File: src/rtl/addr_filt_pkg.sv
package addr_filt_pkg;
  localparam int unsigned ADDR_BITS_DEF   = 48;
  localparam int unsigned CRC_W_DEF       = 32;
  localparam logic [31:0] CRC_POLY_DEF    = 32'h04C1_1DB7;
  localparam int unsigned HASH_BITS_DEF   = 6;
  localparam int unsigned GROUP_MASK_DEF  = 4;

  typedef struct packed {
    logic take;
    logic first;
    logic last;
  } bit_evt_t;
endpackage

File: src/rtl/addr_bit_counter.sv
module addr_bit_counter
  import addr_filt_pkg::*;
#(
  parameter int unsigned ADDR_BITS = ADDR_BITS_DEF,
  parameter int unsigned IDX_W     = $clog2(ADDR_BITS + 1)
) (
  input  logic             clk_i,
  input  logic             rst_ni,
  input  logic             active_i,
  input  logic             bit_valid_i,
  output bit_evt_t         evt_o,
  output logic [IDX_W-1:0] idx_o
);
  localparam logic [IDX_W-1:0] DONE_CNT = IDX_W'(ADDR_BITS);
  localparam logic [IDX_W-1:0] LAST_IDX = IDX_W'(ADDR_BITS - 1);

  logic [IDX_W-1:0] cnt_q;
  logic             take;

  assign take        = active_i && bit_valid_i && (cnt_q != DONE_CNT);
  assign evt_o.take  = take;
  assign evt_o.first = take && (cnt_q == '0);
  assign evt_o.last  = take && (cnt_q == LAST_IDX);
  assign idx_o       = cnt_q;

  always_ff @(posedge clk_i or negedge rst_ni) begin
    if (!rst_ni)        cnt_q <= '0;
    else if (!active_i) cnt_q <= '0;
    else if (take)      cnt_q <= cnt_q + 1'b1;
  end
endmodule

File: src/rtl/addr_crc_hash.sv
module addr_crc_hash
  import addr_filt_pkg::*;
#(
  parameter int unsigned     CRC_W     = CRC_W_DEF,
  parameter logic [CRC_W-1:0] CRC_POLY = CRC_POLY_DEF,
  parameter int unsigned     HASH_BITS = HASH_BITS_DEF
) (
  input  logic                 clk_i,
  input  logic                 rst_ni,
  input  logic                 clear_i,
  input  logic                 take_i,
  input  logic                 bit_i,
  output logic [HASH_BITS-1:0] hash_idx_o
);
  logic [CRC_W-1:0] crc_q;
  logic [CRC_W-1:0] crc_step;
  logic             fb;

  // data enters at bit 0 via the polynomial's constant term
  assign fb       = crc_q[CRC_W-1] ^ bit_i;
  assign crc_step = {crc_q[CRC_W-2:0], 1'b0} ^ (fb ? CRC_POLY : '0);
  // index reflects the register including the bit being taken now
  assign hash_idx_o = crc_step[HASH_BITS-1:0];

  always_ff @(posedge clk_i or negedge rst_ni) begin
    if (!rst_ni)      crc_q <= '1;
    else if (clear_i) crc_q <= '1;
    else if (take_i)  crc_q <= crc_step;
  end
endmodule

File: src/rtl/station_compare.sv
module station_compare
  import addr_filt_pkg::*;
#(
  parameter int unsigned ADDR_BITS  = ADDR_BITS_DEF,
  parameter int unsigned GROUP_MASK = GROUP_MASK_DEF,
  parameter int unsigned IDX_W      = $clog2(ADDR_BITS + 1)
) (
  input  logic                 clk_i,
  input  logic                 rst_ni,
  input  logic                 clear_i,
  input  logic                 take_i,
  input  logic [IDX_W-1:0]     idx_i,
  input  logic                 bit_i,
  input  logic [ADDR_BITS-1:0] station_addr_i,
  input  logic                 group_mode_i,
  output logic                 match_o
);
  localparam logic [IDX_W-1:0] MASK_START = IDX_W'(ADDR_BITS - GROUP_MASK);

  logic miss_q;
  logic cur_miss;
  logic masked;

  assign masked   = group_mode_i && (idx_i >= MASK_START);
  assign cur_miss = take_i && !masked && (bit_i != station_addr_i[idx_i]);
  assign match_o  = !(miss_q || cur_miss);

  always_ff @(posedge clk_i or negedge rst_ni) begin
    if (!rst_ni)       miss_q <= 1'b0;
    else if (clear_i)  miss_q <= 1'b0;
    else if (cur_miss) miss_q <= 1'b1;
  end
endmodule

File: src/rtl/hash_filter_lookup.sv
module hash_filter_lookup
  import addr_filt_pkg::*;
#(
  parameter int unsigned HASH_BITS = HASH_BITS_DEF,
  parameter int unsigned FILT_W    = 1 << HASH_BITS
) (
  input  logic [HASH_BITS-1:0] idx_i,
  input  logic [FILT_W-1:0]    filter_i,
  output logic                 hit_o
);
  localparam int unsigned SEL_W = HASH_BITS / 2;

  logic [SEL_W-1:0]     byte_sel;
  logic [SEL_W-1:0]     bit_sel;
  logic [HASH_BITS-1:0] pos;

  // low index bits pick the byte, high bits the bit; each field MSB-first
  for (genvar g = 0; g < SEL_W; g++) begin : g_rev
    assign byte_sel[g] = idx_i[SEL_W-1-g];
    assign bit_sel[g]  = idx_i[HASH_BITS-1-g];
  end

  assign pos   = {byte_sel, bit_sel};
  assign hit_o = filter_i[pos];
endmodule

File: src/rtl/rx_addr_filter.sv
module rx_addr_filter
  import addr_filt_pkg::*;
#(
  parameter int unsigned      ADDR_BITS  = ADDR_BITS_DEF,
  parameter int unsigned      CRC_W      = CRC_W_DEF,
  parameter logic [CRC_W-1:0] CRC_POLY   = CRC_POLY_DEF,
  parameter int unsigned      HASH_BITS  = HASH_BITS_DEF,
  parameter int unsigned      GROUP_MASK = GROUP_MASK_DEF
) (
  input  logic                        clk_i,
  input  logic                        rst_ni,
  input  logic                        rx_active_i,
  input  logic                        bit_valid_i,
  input  logic                        bit_i,
  input  logic [ADDR_BITS-1:0]        station_addr_i,
  input  logic [(1<<HASH_BITS)-1:0]   mcast_filter_i,
  input  logic                        group_mode_i,
  input  logic                        accept_all_mcast_i,
  input  logic                        hash_en_i,
  output logic                        decision_valid_o,
  output logic                        accept_o,
  output logic                        addr_mcast_o
);
  localparam int unsigned IDX_W  = $clog2(ADDR_BITS + 1);
  localparam int unsigned FILT_W = 1 << HASH_BITS;

  bit_evt_t             evt;
  logic [IDX_W-1:0]     idx;
  logic [HASH_BITS-1:0] hash_idx;
  logic                 st_match;
  logic                 hash_hit;
  logic                 clear;
  logic                 mcast_q;
  logic                 mcast_now;
  logic                 decide;

  assign clear = !rx_active_i;

  addr_bit_counter #(.ADDR_BITS(ADDR_BITS), .IDX_W(IDX_W)) u_cnt (
    .clk_i, .rst_ni,
    .active_i    (rx_active_i),
    .bit_valid_i (bit_valid_i),
    .evt_o       (evt),
    .idx_o       (idx)
  );

  addr_crc_hash #(.CRC_W(CRC_W), .CRC_POLY(CRC_POLY), .HASH_BITS(HASH_BITS)) u_crc (
    .clk_i, .rst_ni,
    .clear_i    (clear),
    .take_i     (evt.take),
    .bit_i      (bit_i),
    .hash_idx_o (hash_idx)
  );

  station_compare #(.ADDR_BITS(ADDR_BITS), .GROUP_MASK(GROUP_MASK), .IDX_W(IDX_W)) u_cmp (
    .clk_i, .rst_ni,
    .clear_i        (clear),
    .take_i         (evt.take),
    .idx_i          (idx),
    .bit_i          (bit_i),
    .station_addr_i (station_addr_i),
    .group_mode_i   (group_mode_i),
    .match_o        (st_match)
  );

  hash_filter_lookup #(.HASH_BITS(HASH_BITS), .FILT_W(FILT_W)) u_lut (
    .idx_i    (hash_idx),
    .filter_i (mcast_filter_i),
    .hit_o    (hash_hit)
  );

  assign mcast_now = evt.first ? bit_i : mcast_q;

  always_comb begin
    if (!mcast_now)     decide = st_match;
    else if (hash_en_i) decide = hash_hit;
    else                decide = accept_all_mcast_i;
  end

  always_ff @(posedge clk_i or negedge rst_ni) begin
    if (!rst_ni)        mcast_q <= 1'b0;
    else if (evt.first) mcast_q <= bit_i;
  end

  always_ff @(posedge clk_i or negedge rst_ni) begin
    if (!rst_ni) begin
      decision_valid_o <= 1'b0;
      accept_o         <= 1'b0;
      addr_mcast_o     <= 1'b0;
    end else begin
      decision_valid_o <= evt.last;
      if (evt.last) begin
        accept_o     <= decide;
        addr_mcast_o <= mcast_now;
      end
    end
  end
endmodule

File: config.mk
export PLATFORM = sky130hd
export DESIGN_NAME = rx_addr_filter
export DESIGN_NICKNAME = d
export VERILOG_FILES = /design/src/rtl/addr_filt_pkg.sv /design/src/rtl/addr_bit_counter.sv /design/src/rtl/addr_crc_hash.sv /design/src/rtl/station_compare.sv /design/src/rtl/hash_filter_lookup.sv /design/src/rtl/rx_addr_filter.sv
export SDC_FILE = /design/constraint.sdc
export NUM_CORES = 1
export LEC_CHECK = 0
export BUFFER_PORTS_ARGS = -buffer_cell sky130_fd_sc_hd__buf_2
export CAP_MARGIN = 10
export CORE_UTILIZATION = 55
export DETAILED_ROUTE_END_ITERATION = 12
export PLACE_DENSITY = 0.84
export SKIP_CTS_REPAIR_TIMING = 1
export SLEW_MARGIN = 20
export SYNTH_ARGS = -nofsm -noshare
export SYNTH_HDL_FRONTEND = slang
export SYNTH_SLANG_ARGS = --single-unit
File: constraint.sdc
create_clock -name clk_i -period 4.5 [get_ports clk_i]
set_input_delay 0.45 -clock clk_i [delete_from_list [all_inputs] [get_ports clk_i]]
set_output_delay 0.45 -clock clk_i [all_outputs]
set_load 0.005 [all_outputs]
# Word level (Yosys, flattened, before mapping)
# Cells that the tools add are included.
op_classes:
  reduce_logical: 11
  mul: 0
  n_shift: 0
  muxes: 14
  order_cmp: 3
  n_addsub: 1
  n_div: 0
  bitwise_logic: 2
  eq_ne: 5
op_table:
  columns: ["operator", "count"]
  rows:
  - ["32-bit two-way mux", 2]
  - ["32-bit XOR", 1]
  - ["27-bit two-way mux", 1]
  - ["6-bit by 7-bit less-than comparator with 1-bit output, second input constant", 2]
  - ["1-bit binary-select mux with 6-bit select", 2]
  - ["6-bit two-way mux", 2]
  - ["1-bit logical AND", 7]
  - ["1-bit two-way mux", 7]
  - ["6-bit by 1-bit adder with 6-bit output, second input constant", 1]
  - ["6-bit equality test, second input constant", 1]
  - ["6-bit greater-or-equal comparator, second input constant", 1]
  - ["6-bit logical NOT", 1]
  - ["6-bit != test, second input constant", 1]
  - ["2-bit by 1-bit != test with 1-bit output, second input constant", 2]
  - ["1-bit logical NOT", 2]
  - ["1-bit logical OR", 1]
  - ["1-bit != test", 1]
  - ["1-bit XOR", 1]
totals:
  out_inout_bits: 3
  n_memories: 0
  register_bits: 43
  latch_bits: 0
  mem_bits_ro: 0
  word_cells: 43
  in_bits: 120
  mem_bits_rw: 0

# Longest topological paths before layout
depth:
  ltp_word: 8
  mapped_depth: 12
  depth_no_buf: 9

# Hierarchy
# From an unflattened synthesis, not the netlist that was laid out.
unflattened:
  hier_cells: 310
  hier_area_um2: 3514.6
modules_own_cells:
  columns: ["module", "cells_per_inst", "instances", "area_per_inst_um2"]
  rows:
  - ["addr_crc_hash", 125, 1, 1740.4]
  - ["hash_filter_lookup", 62, 1, 600.6]
  - ["station_compare", 63, 1, 578.1]
  - ["addr_bit_counter", 48, 1, 429.2]
  - ["rx_addr_filter", 12, 1, 166.4]

# Worst setup path after synthesis
# OpenSTA, ideal clock, no wires.
synth_path:
  kind: "input-to-reg"
  from: "input port bit_i"
  to: "register accept_o"
  setup_ns: 0.147
  required_ns: 4.353
  stages: 8
  arrival_time_ns: 2.473
  n_path_buf: 1
  slack_ns: 1.880
  path_cell_list: "buf_4 xnor2_2 mux4_2 mux4_2 nor3b_1 nor4_1 o31ai_1 a31oi_1"
synth_via:
  elab_chain_cells: 7
synth_rtl:
  columns: ["element", "line", "rtl"]
  rows:
  - ["from (decl)", "rx_addr_filter.sv:14", "input logic bit_i,"]
  - ["1-bit XOR", "addr_crc_hash.sv:20", "assign fb = crc_q[CRC_W-1] ^ bit_i;"]
  - ["27-bit two-way mux", "addr_crc_hash.sv:21", "assign crc_step = {crc_q[CRC_W-2:0], 1'b0} ^ (fb ? CRC_POLY : '0);"]
  - ["32-bit XOR", "addr_crc_hash.sv:21", null]
  - ["1-bit binary-select mux with 6-bit select", "hash_filter_lookup.sv:24", "assign hit_o = filter_i[pos];"]
  - ["1-bit two-way mux (implied by the code)", "hash_filter_lookup.sv:24", null]
  - ["1-bit two-way mux", "rx_addr_filter.sv:76", "else if (hash_en_i) decide = hash_hit;"]
  - ["1-bit two-way mux *", "rx_addr_filter.sv:75", "if (!mcast_now) decide = st_match;"]
  - ["to (signal assigned)", "rx_addr_filter.sv:93", "accept_o <= decide;"]
  - ["to (decl)", "rx_addr_filter.sv:21", "output logic accept_o,"]
# Mark *: on every way between the ends. The rest lies on a longest branch, timed or not. The select of a mux whose other input is x is not followed.
# A chain may end at the register's enable or synchronous reset.

# Worst setup path after layout
layout_path:
  from: "register u_crc.crc_q[31]"
  to: "register accept_o"
layout_via:
  elab_chain_cells: 7
layout_rtl:
  columns: ["element", "line", "rtl"]
  rows:
  - ["from (decl)", "addr_crc_hash.sv:15", "logic [CRC_W-1:0] crc_q;"]
  - ["from (signal assigned)", "addr_crc_hash.sv:28", "else if (take_i) crc_q <= crc_step;"]
  - ["1-bit XOR", "addr_crc_hash.sv:20", null]
  - ["27-bit two-way mux", "addr_crc_hash.sv:21", null]
  - ["32-bit XOR", "addr_crc_hash.sv:21", null]
  - ["1-bit binary-select mux with 6-bit select", "hash_filter_lookup.sv:24", null]
  - ["1-bit two-way mux (implied by the code)", "hash_filter_lookup.sv:24", null]
  - ["1-bit two-way mux", "rx_addr_filter.sv:76", null]
  - ["1-bit two-way mux", "rx_addr_filter.sv:75", null]
# No other way between the ends. The select of a mux whose other input is x is not followed.

==> out/qor.csv <==
metric,value,unit
grt_max_degree,54,
grt_first_pass_wirelength,14990,um
numClockSinks,43,
track_usage,0.2915,
dr_wl_met2,4626,um
dpl_cell_area,4129,sq um
maxCapViolations,0,
cts-root-buf,clkbuf_8,
cp_data_required_time,4.66,ns
yosysTopAreaCell,dfstp_2,
path_class,flop to flop,
yosys_warnings,0,
clk_pin_slew,0.09,ns
nNetsFinal,591,
wl_met3,865,um
period_needed,3.280,ns
final_common_cell,buf_2,
final_cell_mix,"122 x buf_2, 68 x nand2_1, 32 x dfstp_2, 25 x mux4_2, 21 x nor2_1",
drt_first_pass_iters,5,
wl_per_cell,17.28,um
p_leak,1.889,nW
fill_cells,488,
max_freq,0.3049,GHz
syn-instance-count,376,
grt_pass1_vias,3207,
cts_htree_levels,2,
die_w,82.58,um
finalSetupViolCount,0,
cp-start-kind,flop,
synthFlopType,dfstp_2,
first_iter_violations,439,
ant_nets,0,
clock_latency,0.30,ns
drc,0,
ys_seq_area_frac,0.3125,
num_vias,3424,
die_height,82.58,um
io_buffers,122,
rows,28,
synth-seq-cells,43,
floorplan.die_area,6819,sq um
relSlewSlack,0.3796,
fin_area,4225,sq um
synth_area_leaders,"dfstp_2 24%, mux4_2 16%, dfrtp_1 7.7%, nand2_1 7.1%, xnor2_1 3.7%",
slowest_stage,dfstp_2,
grt_overflow,0,
fin_worst_skew,0.005189,ns
syn_to_final_growth,18.33,%
tightest_slew,0.9306,ns
ys_types,53,
cp_max_fo,29,
start_util,0.5858,
multi_input_area,2252,sq um
avgSynthCellArea,9.497,sq um
period_share,0.7288,
arrival,3.44,ns
syn_area,3571,sq um
post-dp-hpwl,6792,um
setup_slack,1.220,ns
yosys.area.top_type_share,0.2355,
topRoutingLayerUsed,met4,
cpPeakStageDelay,0.62,ns
fin_tns_setup,0,ns
gp_congestion,0.9010,
syn-num-nets,498,
io-pin-count,123,
wl_met1,3722,um
outcome,finished clean,
async_flop_share,1.000,
finalHoldViolations,0,
cts_tree,done,
min_path_type,input pin to asynchronous set/reset pin,
vias_per_cell,6.283,
routed_wl,9416,um
cts_made_buffers,5,
crit_path_cell_trace,xor2_4 > buf_4 > mux4_1 > a211oi_1 > o21ai_0 > o41ai_1 > nor4_1 > o31ai_1 > a31oi_1,
synth-edff-count,0,
antenna_found_initial,0,
finalPower,1.058,mW
pwr_density_cell,250.3,nW/um^2
pre_cts_slack,1.139,ns
core_area,6096,sq um
n_antenna_cell,0,
rsz0062_at_grt,no,
report.final.slew_viol_count,0,
vdd_drop_max,0.2327,mV
drive_gt1_frac,0.4191,
ff_latch_area,1116,sq um
end_kind,flop,
clock_path_buffers,2,
final timing paths:
check | from | endpoint | cells past startpoint | slack, ns
min in group clk_i | u_crc.crc_q[17]$_DFFE_PN1P_ | u_crc.crc_q[17]$_DFFE_PN1P_ | 2 | 0.48
max in group asynchronous | rst_ni | u_cmp.miss_q$_DFFE_PN0P_ | 1 | 3.64
max reg2reg | u_crc.crc_q[31]$_DFFE_PN1P_ | accept_o$_DFFE_PN0P_ | 9 | 1.22
min | rst_ni | u_cnt.idx_o[3]$_DFFE_PN0P_ | 1 | 0.30
min reg2reg | u_crc.crc_q[17]$_DFFE_PN1P_ | u_crc.crc_q[17]$_DFFE_PN1P_ | 2 | 0.48
max | u_crc.crc_q[31]$_DFFE_PN1P_ | accept_o$_DFFE_PN0P_ | 9 | 1.22
layer usage:
| metal | GRT usage | vias to the layer above |
|---|---|---|
| li1 | - | 1588 |
| met1 | 0.3823 | 1620 |
| met2 | 0.4562 | 186 |
| met3 | 0.07692 | 30 |
| met4 | 0.1241 | 0 |
| met5 | 0 | - |
Yosys cell counts, types with 2 or more instances:
cell / n
nand2_1: 68
dfstp_2: 32
mux4_2: 25
clkbuf_1: 24
nor2_1: 21
nand3_1: 18
xnor2_1: 15
o211ai_1: 14
dfrtp_1: 11
nor3_1: 10
nor3b_1: 10
o311ai_0: 10
buf_2: 9
inv_1: 9
a31oi_1: 7
and2_1: 7
mux2i_1: 7
a311oi_1: 6
nand3b_1: 5
nor2b_1: 5
a21oi_1: 4
and3_1: 4
buf_4: 4
mux4_1: 4
nand4_1: 4
o21ai_0: 4
mux2_2: 3
nand2b_1: 3
nor4_1: 3
a2111oi_0: 2
a211oi_1: 2
a32o_1: 2
ha_1: 2
o2111ai_1: 2
o31ai_1: 2
kinds of logic (layout without fill, tap and decap cells):
logic type / Yosys count / in the layout / share of synthesized area
AND/OR/NAND/NOR: 162 / 162 / 0.2179
multiplexers: 39 / 39 / 0.2162
AO/OA/AOI/OAI: 64 / 64 / 0.1381
buffers and inverters: 48 / 142 / 0.05991
adder cells (fa/ha/maj): 2 / 2 / 0.007007
XOR/XNOR: 18 / 18 / 0.04836
flip-flops: 43 / 43 / 0.3125
worst max-delay path: cells and delay by family (launching register included):
kind | cells | cell delay (ns)
and+or+nand+nor | 1 | 0.08
buffers and inverters | 1 | 0.42
AOI/OAI and AO/OA | 5 | 0.77
xor gates and xnor gates | 1 | 0.62
DFF | 1 | 0.62
muxes | 1 | 0.60
where the power goes:
| group | internal [mW] | switching [mW] | leakage (nW) |
|---|---|---|---|
| clock | 0.126 | 0.144 | 0.0516 |
| sequential | 0.424 | 0.0449 | 0.487 |
| combinational | 0.170 | 0.149 | 1.35 |
| total | 0.720 | 0.338 | 1.89 |
per-stage QoR:
step	hold WS [ns]	cells	utilization
final	0.2972	545	0.6931
after CTS	0.3069	545	0.6931
after global placement	0.4702	537	0.6773
after global routing	0.3429	545	0.6931
after floorplan	0.1544	376	-
after detailed placement	0.4719	537	0.6773
cell type report:
type / count / area share
well taps: 75 / 0.02221
inverters: 9 / 0.007995
clock inverters: 2 / 0.003257
repair buffers: 125 / 0.1498
multi-input cells: 285 / 0.5330
flip-flops and latches: 43 / 0.2641
clock buffers: 6 / 0.01954
registers in the layout, summed over array words and instances, names as in the netlist:
name,flops
u_cnt.idx_o,6
u_cmp.miss_q,1
accept_o,1
decision_valid_o,1
addr_mcast_o,1
u_crc.crc_q,32
mcast_q,1
Power figures use the tool's default switching activity.
